## src/rtl/issue_router_pkg.sv

```systemverilog
package issue_router_pkg;

  localparam int OP_W      = 3;
  localparam int UNIT_W    = 2;
  localparam int NUM_PIPES = 4;

  // operation class encodings
  localparam logic [OP_W-1:0] OPC_ALU     = 3'd0;
  localparam logic [OP_W-1:0] OPC_SFU     = 3'd1;
  localparam logic [OP_W-1:0] OPC_ALU_SFU = 3'd2;
  localparam logic [OP_W-1:0] OPC_DP      = 3'd3;
  localparam logic [OP_W-1:0] OPC_MEM     = 3'd4;

  // unit codes; the low two bits index the pipes
  typedef enum logic [2:0] {
    U_SP   = 3'd0,
    U_DP   = 3'd1,
    U_SFU  = 3'd2,
    U_MEM  = 3'd3,
    U_NONE = 3'd4
  } unit_e;

  // target pipe of an operation class; sp_open is the combined-class preference
  function automatic unit_e pick_unit(input logic [OP_W-1:0] op,
                                      input logic dp_present,
                                      input logic sp_open);
    unit_e u;
    case (op)
      OPC_MEM:     u = U_MEM;
      OPC_DP:      u = dp_present ? U_DP : U_SFU;
      OPC_SFU:     u = U_SFU;
      OPC_ALU_SFU: u = sp_open ? U_SP : U_SFU;
      default:     u = U_SP;
    endcase
    return u;
  endfunction

endpackage

```

## src/rtl/issue_slot_route.sv

```systemverilog
module issue_slot_route
  import issue_router_pkg::*;
#(
  parameter int SLOT_W = 2
) (
  input  logic                                clk,
  input  logic                                rst_n,
  input  logic                                go_in,
  input  logic                                head_ok,
  input  logic                                in_window,
  input  logic                                waiting,
  input  logic                                dp_present,
  input  logic                                diff_mode,
  input  logic [OP_W-1:0]                     op,
  input  logic [NUM_PIPES-1:0][SLOT_W-1:0]    free_slots,
  input  logic [NUM_PIPES-1:0][SLOT_W-1:0]    used_in,
  input  unit_e                               prev_in,
  output logic                                fire,
  output logic                                go_out,
  output unit_e                               unit,
  output logic [NUM_PIPES-1:0][SLOT_W-1:0]    used_out,
  output unit_e                               prev_out
);

  logic                 examine;
  logic [NUM_PIPES-1:0] room;
  logic [NUM_PIPES-1:0] allow;
  logic [UNIT_W-1:0]    tgt_idx;

  always_comb begin
    for (int p = 0; p < NUM_PIPES; p++) begin
      room[p]  = free_slots[p] > used_in[p];
      allow[p] = !diff_mode || (prev_in != unit_e'(3'(p)));
    end
  end

  always_comb begin
    unit     = pick_unit(op, dp_present, room[U_SP] && allow[U_SP]);
    tgt_idx  = unit[UNIT_W-1:0];
    examine  = go_in && head_ok && in_window && !waiting;
    fire     = examine && room[tgt_idx] && allow[tgt_idx];
    go_out   = fire;
    used_out = used_in;
    if (fire) used_out[tgt_idx] = used_in[tgt_idx] + SLOT_W'(1);
    prev_out = fire ? unit : prev_in;
  end

  assert_no_fire_waiting_R7: assert property (@(posedge clk) disable iff (!rst_n)
    waiting |-> !fire);

  assert_no_fire_after_stop_R7: assert property (@(posedge clk) disable iff (!rst_n)
    !go_in |-> !fire);

endmodule

```

## src/rtl/issue_out_stage.sv

```systemverilog
module issue_out_stage
  import issue_router_pkg::*;
#(
  parameter int ISSUE_W = 2,
  parameter int PAY_W   = 16,
  parameter int LANES   = 32
) (
  input  logic                             clk,
  input  logic                             rst_n,
  input  logic [ISSUE_W-1:0]               fire,
  input  logic [ISSUE_W-1:0][UNIT_W-1:0]   unit_in,
  input  logic [ISSUE_W-1:0][PAY_W-1:0]    payload_in,
  input  logic [LANES-1:0]                 mask_in,
  output logic [ISSUE_W-1:0]               iss_valid,
  output logic [ISSUE_W-1:0][UNIT_W-1:0]   iss_unit,
  output logic [ISSUE_W-1:0][PAY_W-1:0]    iss_payload,
  output logic [LANES-1:0]                 iss_mask
);

  for (genvar s = 0; s < ISSUE_W; s++) begin : g_slot
    always_ff @(posedge clk or negedge rst_n) begin
      if (!rst_n) begin
        iss_valid[s]   <= 1'b0;
        iss_unit[s]    <= '0;
        iss_payload[s] <= '0;
      end else begin
        iss_valid[s]   <= fire[s];
        iss_unit[s]    <= fire[s] ? unit_in[s] : '0;
        iss_payload[s] <= fire[s] ? payload_in[s] : '0;
      end
    end
  end

  always_ff @(posedge clk or negedge rst_n) begin
    if (!rst_n) iss_mask <= '0;
    else        iss_mask <= (|fire) ? mask_in : '0;
  end

  assert_reset_clear_R10: assert property (@(posedge clk)
    !rst_n |=> (iss_valid == '0) && (iss_mask == '0));

endmodule

```

## src/rtl/warp_issue_router.sv

```systemverilog
module warp_issue_router
  import issue_router_pkg::*;
#(
  parameter int ISSUE_W = 2,
  parameter int PAY_W   = 16,
  parameter int LANES   = 32,
  parameter int DPC_W   = 4,
  localparam int SLOT_W = $clog2(ISSUE_W + 1)
) (
  input  logic                               clk,
  input  logic                               rst_n,
  input  logic                               warp_waiting,
  input  logic [ISSUE_W-1:0]                 head_valid,
  input  logic [ISSUE_W-1:0][OP_W-1:0]       head_op,
  input  logic [ISSUE_W-1:0][PAY_W-1:0]      head_payload,
  input  logic [LANES-1:0]                   warp_mask,
  input  logic [NUM_PIPES-1:0][SLOT_W-1:0]   free_slots,
  input  logic [DPC_W-1:0]                   dp_unit_count,
  input  logic [SLOT_W-1:0]                  max_issue,
  input  logic                               diff_units,
  output logic [SLOT_W-1:0]                  pop_cnt,
  output logic [ISSUE_W-1:0]                 iss_valid,
  output logic [ISSUE_W-1:0][UNIT_W-1:0]     iss_unit,
  output logic [ISSUE_W-1:0][PAY_W-1:0]      iss_payload,
  output logic [LANES-1:0]                   iss_mask
);

  // effective per-cycle limit, clamped into 1..ISSUE_W
  function automatic logic [SLOT_W-1:0] clamp_limit(input logic [SLOT_W-1:0] m);
    if (m == '0) return SLOT_W'(1);
    if (int'(m) > ISSUE_W) return SLOT_W'(ISSUE_W);
    return m;
  endfunction

  function automatic logic [SLOT_W-1:0] count_set(input logic [ISSUE_W-1:0] v);
    logic [SLOT_W-1:0] c = '0;
    for (int i = 0; i < ISSUE_W; i++) c = c + SLOT_W'(v[i]);
    return c;
  endfunction

  logic                                dp_present;
  logic [SLOT_W-1:0]                   limit_eff;
  logic [ISSUE_W:0]                    chain_go;
  unit_e                               chain_prev [ISSUE_W+1];
  logic [NUM_PIPES-1:0][SLOT_W-1:0]    chain_used [ISSUE_W+1];
  logic [ISSUE_W-1:0]                  slot_fire;
  unit_e                               slot_unit  [ISSUE_W];
  logic [ISSUE_W-1:0][UNIT_W-1:0]      slot_code;

  assign dp_present    = dp_unit_count != '0;
  assign limit_eff     = clamp_limit(max_issue);
  assign chain_go[0]   = 1'b1;
  assign chain_prev[0] = U_NONE;
  assign chain_used[0] = '0;

  for (genvar s = 0; s < ISSUE_W; s++) begin : g_chain
    issue_slot_route #(.SLOT_W(SLOT_W)) u_route (
      .clk        (clk),
      .rst_n      (rst_n),
      .go_in      (chain_go[s]),
      .head_ok    (head_valid[s]),
      .in_window  (SLOT_W'(s) < limit_eff),
      .waiting    (warp_waiting),
      .dp_present (dp_present),
      .diff_mode  (diff_units),
      .op         (head_op[s]),
      .free_slots (free_slots),
      .used_in    (chain_used[s]),
      .prev_in    (chain_prev[s]),
      .fire       (slot_fire[s]),
      .go_out     (chain_go[s+1]),
      .unit       (slot_unit[s]),
      .used_out   (chain_used[s+1]),
      .prev_out   (chain_prev[s+1])
    );
    assign slot_code[s] = slot_unit[s][UNIT_W-1:0];
  end

  assign pop_cnt = count_set(slot_fire);

  issue_out_stage #(.ISSUE_W(ISSUE_W), .PAY_W(PAY_W), .LANES(LANES)) u_out (
    .clk         (clk),
    .rst_n       (rst_n),
    .fire        (slot_fire),
    .unit_in     (slot_code),
    .payload_in  (head_payload),
    .mask_in     (warp_mask),
    .iss_valid   (iss_valid),
    .iss_unit    (iss_unit),
    .iss_payload (iss_payload),
    .iss_mask    (iss_mask)
  );

  // per-pipe issue counts seen at the outputs
  logic [NUM_PIPES-1:0][SLOT_W-1:0] out_pipe_cnt;
  always_comb begin
    for (int p = 0; p < NUM_PIPES; p++) begin
      out_pipe_cnt[p] = '0;
      for (int s = 0; s < ISSUE_W; s++)
        if (iss_valid[s] && iss_unit[s] == UNIT_W'(p))
          out_pipe_cnt[p] = out_pipe_cnt[p] + SLOT_W'(1);
    end
  end

  assert_pop_matches_strobes_R9: assert property (@(posedge clk) disable iff (!rst_n)
    rst_n |=> count_set(iss_valid) == $past(pop_cnt));

  assert_limit_kept_R8: assert property (@(posedge clk) disable iff (!rst_n)
    pop_cnt <= limit_eff);

  assert_dp_fallback_R3: assert property (@(posedge clk) disable iff (!rst_n)
    (dp_unit_count == '0) |=> out_pipe_cnt[U_DP] == '0);

  for (genvar p = 0; p < NUM_PIPES; p++) begin : g_room_chk
    assert_room_respected_R5: assert property (@(posedge clk) disable iff (!rst_n)
      rst_n |=> out_pipe_cnt[p] <= $past(free_slots[p]));
  end

  for (genvar s = 1; s < ISSUE_W; s++) begin : g_order_chk
    assert_in_order_R7: assert property (@(posedge clk) disable iff (!rst_n)
      iss_valid[s] |-> iss_valid[s-1]);
    assert_diff_units_R6: assert property (@(posedge clk) disable iff (!rst_n)
      (diff_units && slot_fire[s]) |=> iss_unit[s] != iss_unit[s-1]);
  end

endmodule

```

## config.mk

```make
export PLATFORM = sky130hd
export DESIGN_NAME = warp_issue_router
export DESIGN_NICKNAME = d
export VERILOG_FILES = /design/src/rtl/issue_router_pkg.sv /design/src/rtl/issue_slot_route.sv /design/src/rtl/issue_out_stage.sv /design/src/rtl/warp_issue_router.sv
export SDC_FILE = /design/constraint.sdc
export NUM_CORES = 1
export LEC_CHECK = 0
export CORE_MARGIN = 10
export CORE_UTILIZATION = 47
export CTS_BUF_LIST = sky130_fd_sc_hd__clkbuf_8
export DETAILED_ROUTE_END_ITERATION = 8
export GPL_ROUTABILITY_DRIVEN = 0
export PLACE_DENSITY = 0.95
export SYNTH_ARGS = -nofsm -noshare
export SYNTH_HDL_FRONTEND = slang
export SYNTH_HIERARCHICAL = 1
export SYNTH_SLANG_ARGS = --single-unit
```

## constraint.sdc

```tcl
create_clock -name clk -period 10.1 [get_ports clk]
set_input_delay 2.02 -clock clk [delete_from_list [all_inputs] [get_ports clk]]
set_output_delay 2.02 -clock clk [all_outputs]
set_load 0.01 [all_outputs]
```

==> reports/qor.csv <==
stage,metric,value,unit
sta,slew_headroom,42.57,%
detailed_routing,drc,0,
sta,rsz0062_at_grt,false,
cells_and_area,diodes,0,
die,rows,31,
cts,h-tree-depth,3,
placed_design,place_area,5205,sq um
sta,final.min_clock_period,8.646,ns
yosys,postSynthCellCount,301,
worst_setup_path,cp.arrival,6.63,ns
worst_setup_path,crit_type,in -> out,
sta,hold_slack,1.899,ns
detailed_routing,wl_per_cell,20.18,um
sta,max_freq,0.1157,GHz
job,cap_violations,0,
worst_setup_path,cp_max_fo,8,
die,start_util,47.65,%
cells_and_area,syn_to_final_growth,58.51,%
cts,cts_hold_buffers,0,
sta,slew_viol_final,0,
outcome,status,completed,
placed_design,port_buffers,160,
sta,tns,0,ns
detailed_routing,m1WireLength,4.582,mm
cells_and_area,design_area,5420,sq um
detailed_routing,drt_iter0_drc,107,
cells_and_area,nets,600,
power_and_ir_drop,power_density,115.7,nW/um^2
global_routing,grt_max_degree,71,
detailed_routing,viasPerCell,4.936,
detailed_routing,vias,2947,
worst_setup_path,crit_path_end_kind,output port,
cts,cts-root-buf,clkbuf_8,
global_routing,grt_pass1_wl,18.70,mm
sta,setup-violations-final,0,
die,die_x,105.3,um
sta,hold_viol,0,
worst_setup_path,critPathLaunch,dp_unit_count[1],
cts,postCtsSetupBuffers,0,
cells_and_area,fill_cells,430,
detailed_routing,first_pass_iters,4,
global_routing,grt_overflow_total,0,
detailed_routing,ant_nets,0,
placed_design,dp_hpwl,8.998,mm
cts,cts_tree,yes,
cts,cts_buffers,9,
die,pin_count,162,
cts,cts-resized-gates,0,
sta,fin_crit_sh,85.60,%
worst_setup_path,worstSetupStartpointType,input port,
power_and_ir_drop,leakage,2.558,nW
cells_and_area,drive_above_1_share,8.233,%
cts,clock_path_buffers,2,
die,die_area,11090,sq um
detailed_routing,dr.max_layer_used,met4,
sta,tightest_slew,0.8614,ns
yosys,yosysWarnings,6,
power_and_ir_drop,ir_drop,0.00006162,V
global_routing,grt_usage,21.74,%
die,core_area,7176,sq um
detailed_routing,wl_met3,994,um
hold_path,min_path_type,in -> async,
global_routing,grt_pass1_vias,3162,
cts,cts.sinks,70,
detailed_routing,wl_met2,6.258,mm
global_routing,antenna_found_initial,0,
detailed_routing,wl,12.05,mm
die,die_h,105.3,um
worst_setup_path,required,8.08,ns
cts,path_clk_slew,0.07,ns
yosys,syn_area_per_cell,11.36,sq um
yosys,mappedNetlistArea,3420,sq um
[worst max-delay path, cell delays in order]
cell             delay, ns
clkdlybuf4s50_1       0.39
or4_1                 0.63
and4b_1               0.30
nor2_4                0.17
inv_2                 0.11
a22o_1                0.25
o221a_4               0.24
nor3_1                0.32
mux2_2                0.21
inv_1                 0.04
ha_1                  0.27
nor2b_1               0.16
o211ai_2              0.13
a21oi_4               0.22
mux2i_4               0.24
nand2_1               0.09
nor2_4                0.12
ha_1                  0.24
clkdlybuf4s50_1       0.49
[layer usage]
layer  track usage (%)  vias to the layer above
met4             6.863                        0
met3             6.760                       13
met5                 0                        -
met2             40.04                      138
li1                  -                     1353
met1             23.03                     1443
[sequential cells by signal (all words and copies together) (netlist names)]
name	flops
u_out/iss_mask	32
u_out/iss_payload	32
u_out/iss_unit	4
u_out/iss_valid	2
[placed cells by master (no fill, tap or decap), drive strengths merged, types with 6 or more instances in the layout]
cell	count
and2	38
ha	17
o21a	32
dfrtp	70
o21ai	8
nor2b	9
mux2	6
clkbuf	10
inv	25
nand2	15
nor2	7
conb	36
clkdlybuf4s50	159
[where the power goes]
part           internal (mW)  switching [mW]
clock                  0.143          0.0995
combinational         0.0567          0.0437
sequential             0.283         0.00107
total                  0.483           0.144
[through the flow]
stage / setup slack (ns) / total power [mW] / std cells / util [%]
floorplan: 2.460 / 0.3329 / 335 / -
global placement: 1.503 / 0.3830 / 581 / 72.54
detailed placement: 1.459 / 0.3881 / 581 / 72.54
CTS: 1.440 / 0.6306 / 597 / 75.54
global route: 1.168 / 0.6520 / 597 / 75.54
finish: 1.454 / 0.6274 / 597 / 75.54
[area by class of cell]
cell class / instances / area (sq um) / area share, %
tap: 99 / 123.9 / 2.285
multi-input combinational: 226 / 1624 / 29.96
timing repair buffer: 163 / 1619 / 29.87
sequential: 70 / 1752 / 32.32
inverter: 23 / 86.33 / 1.593
clock buffer: 10 / 137.6 / 2.539
clock inverter: 6 / 77.57 / 1.431
[final timing paths]
check / endpoint / slack (ns) / cells past startpoint
worst max-delay path: pop_cnt[0] / 1.45 / 19
max in group asynchronous: u_out/iss_payload[19] / 7.65 / 2
worst min-delay path: u_out/iss_mask[17] / 1.90 / 2
min in group clk: u_out/iss_mask[26] / 2.22 / 2
(Power assumes the default switching activity.)
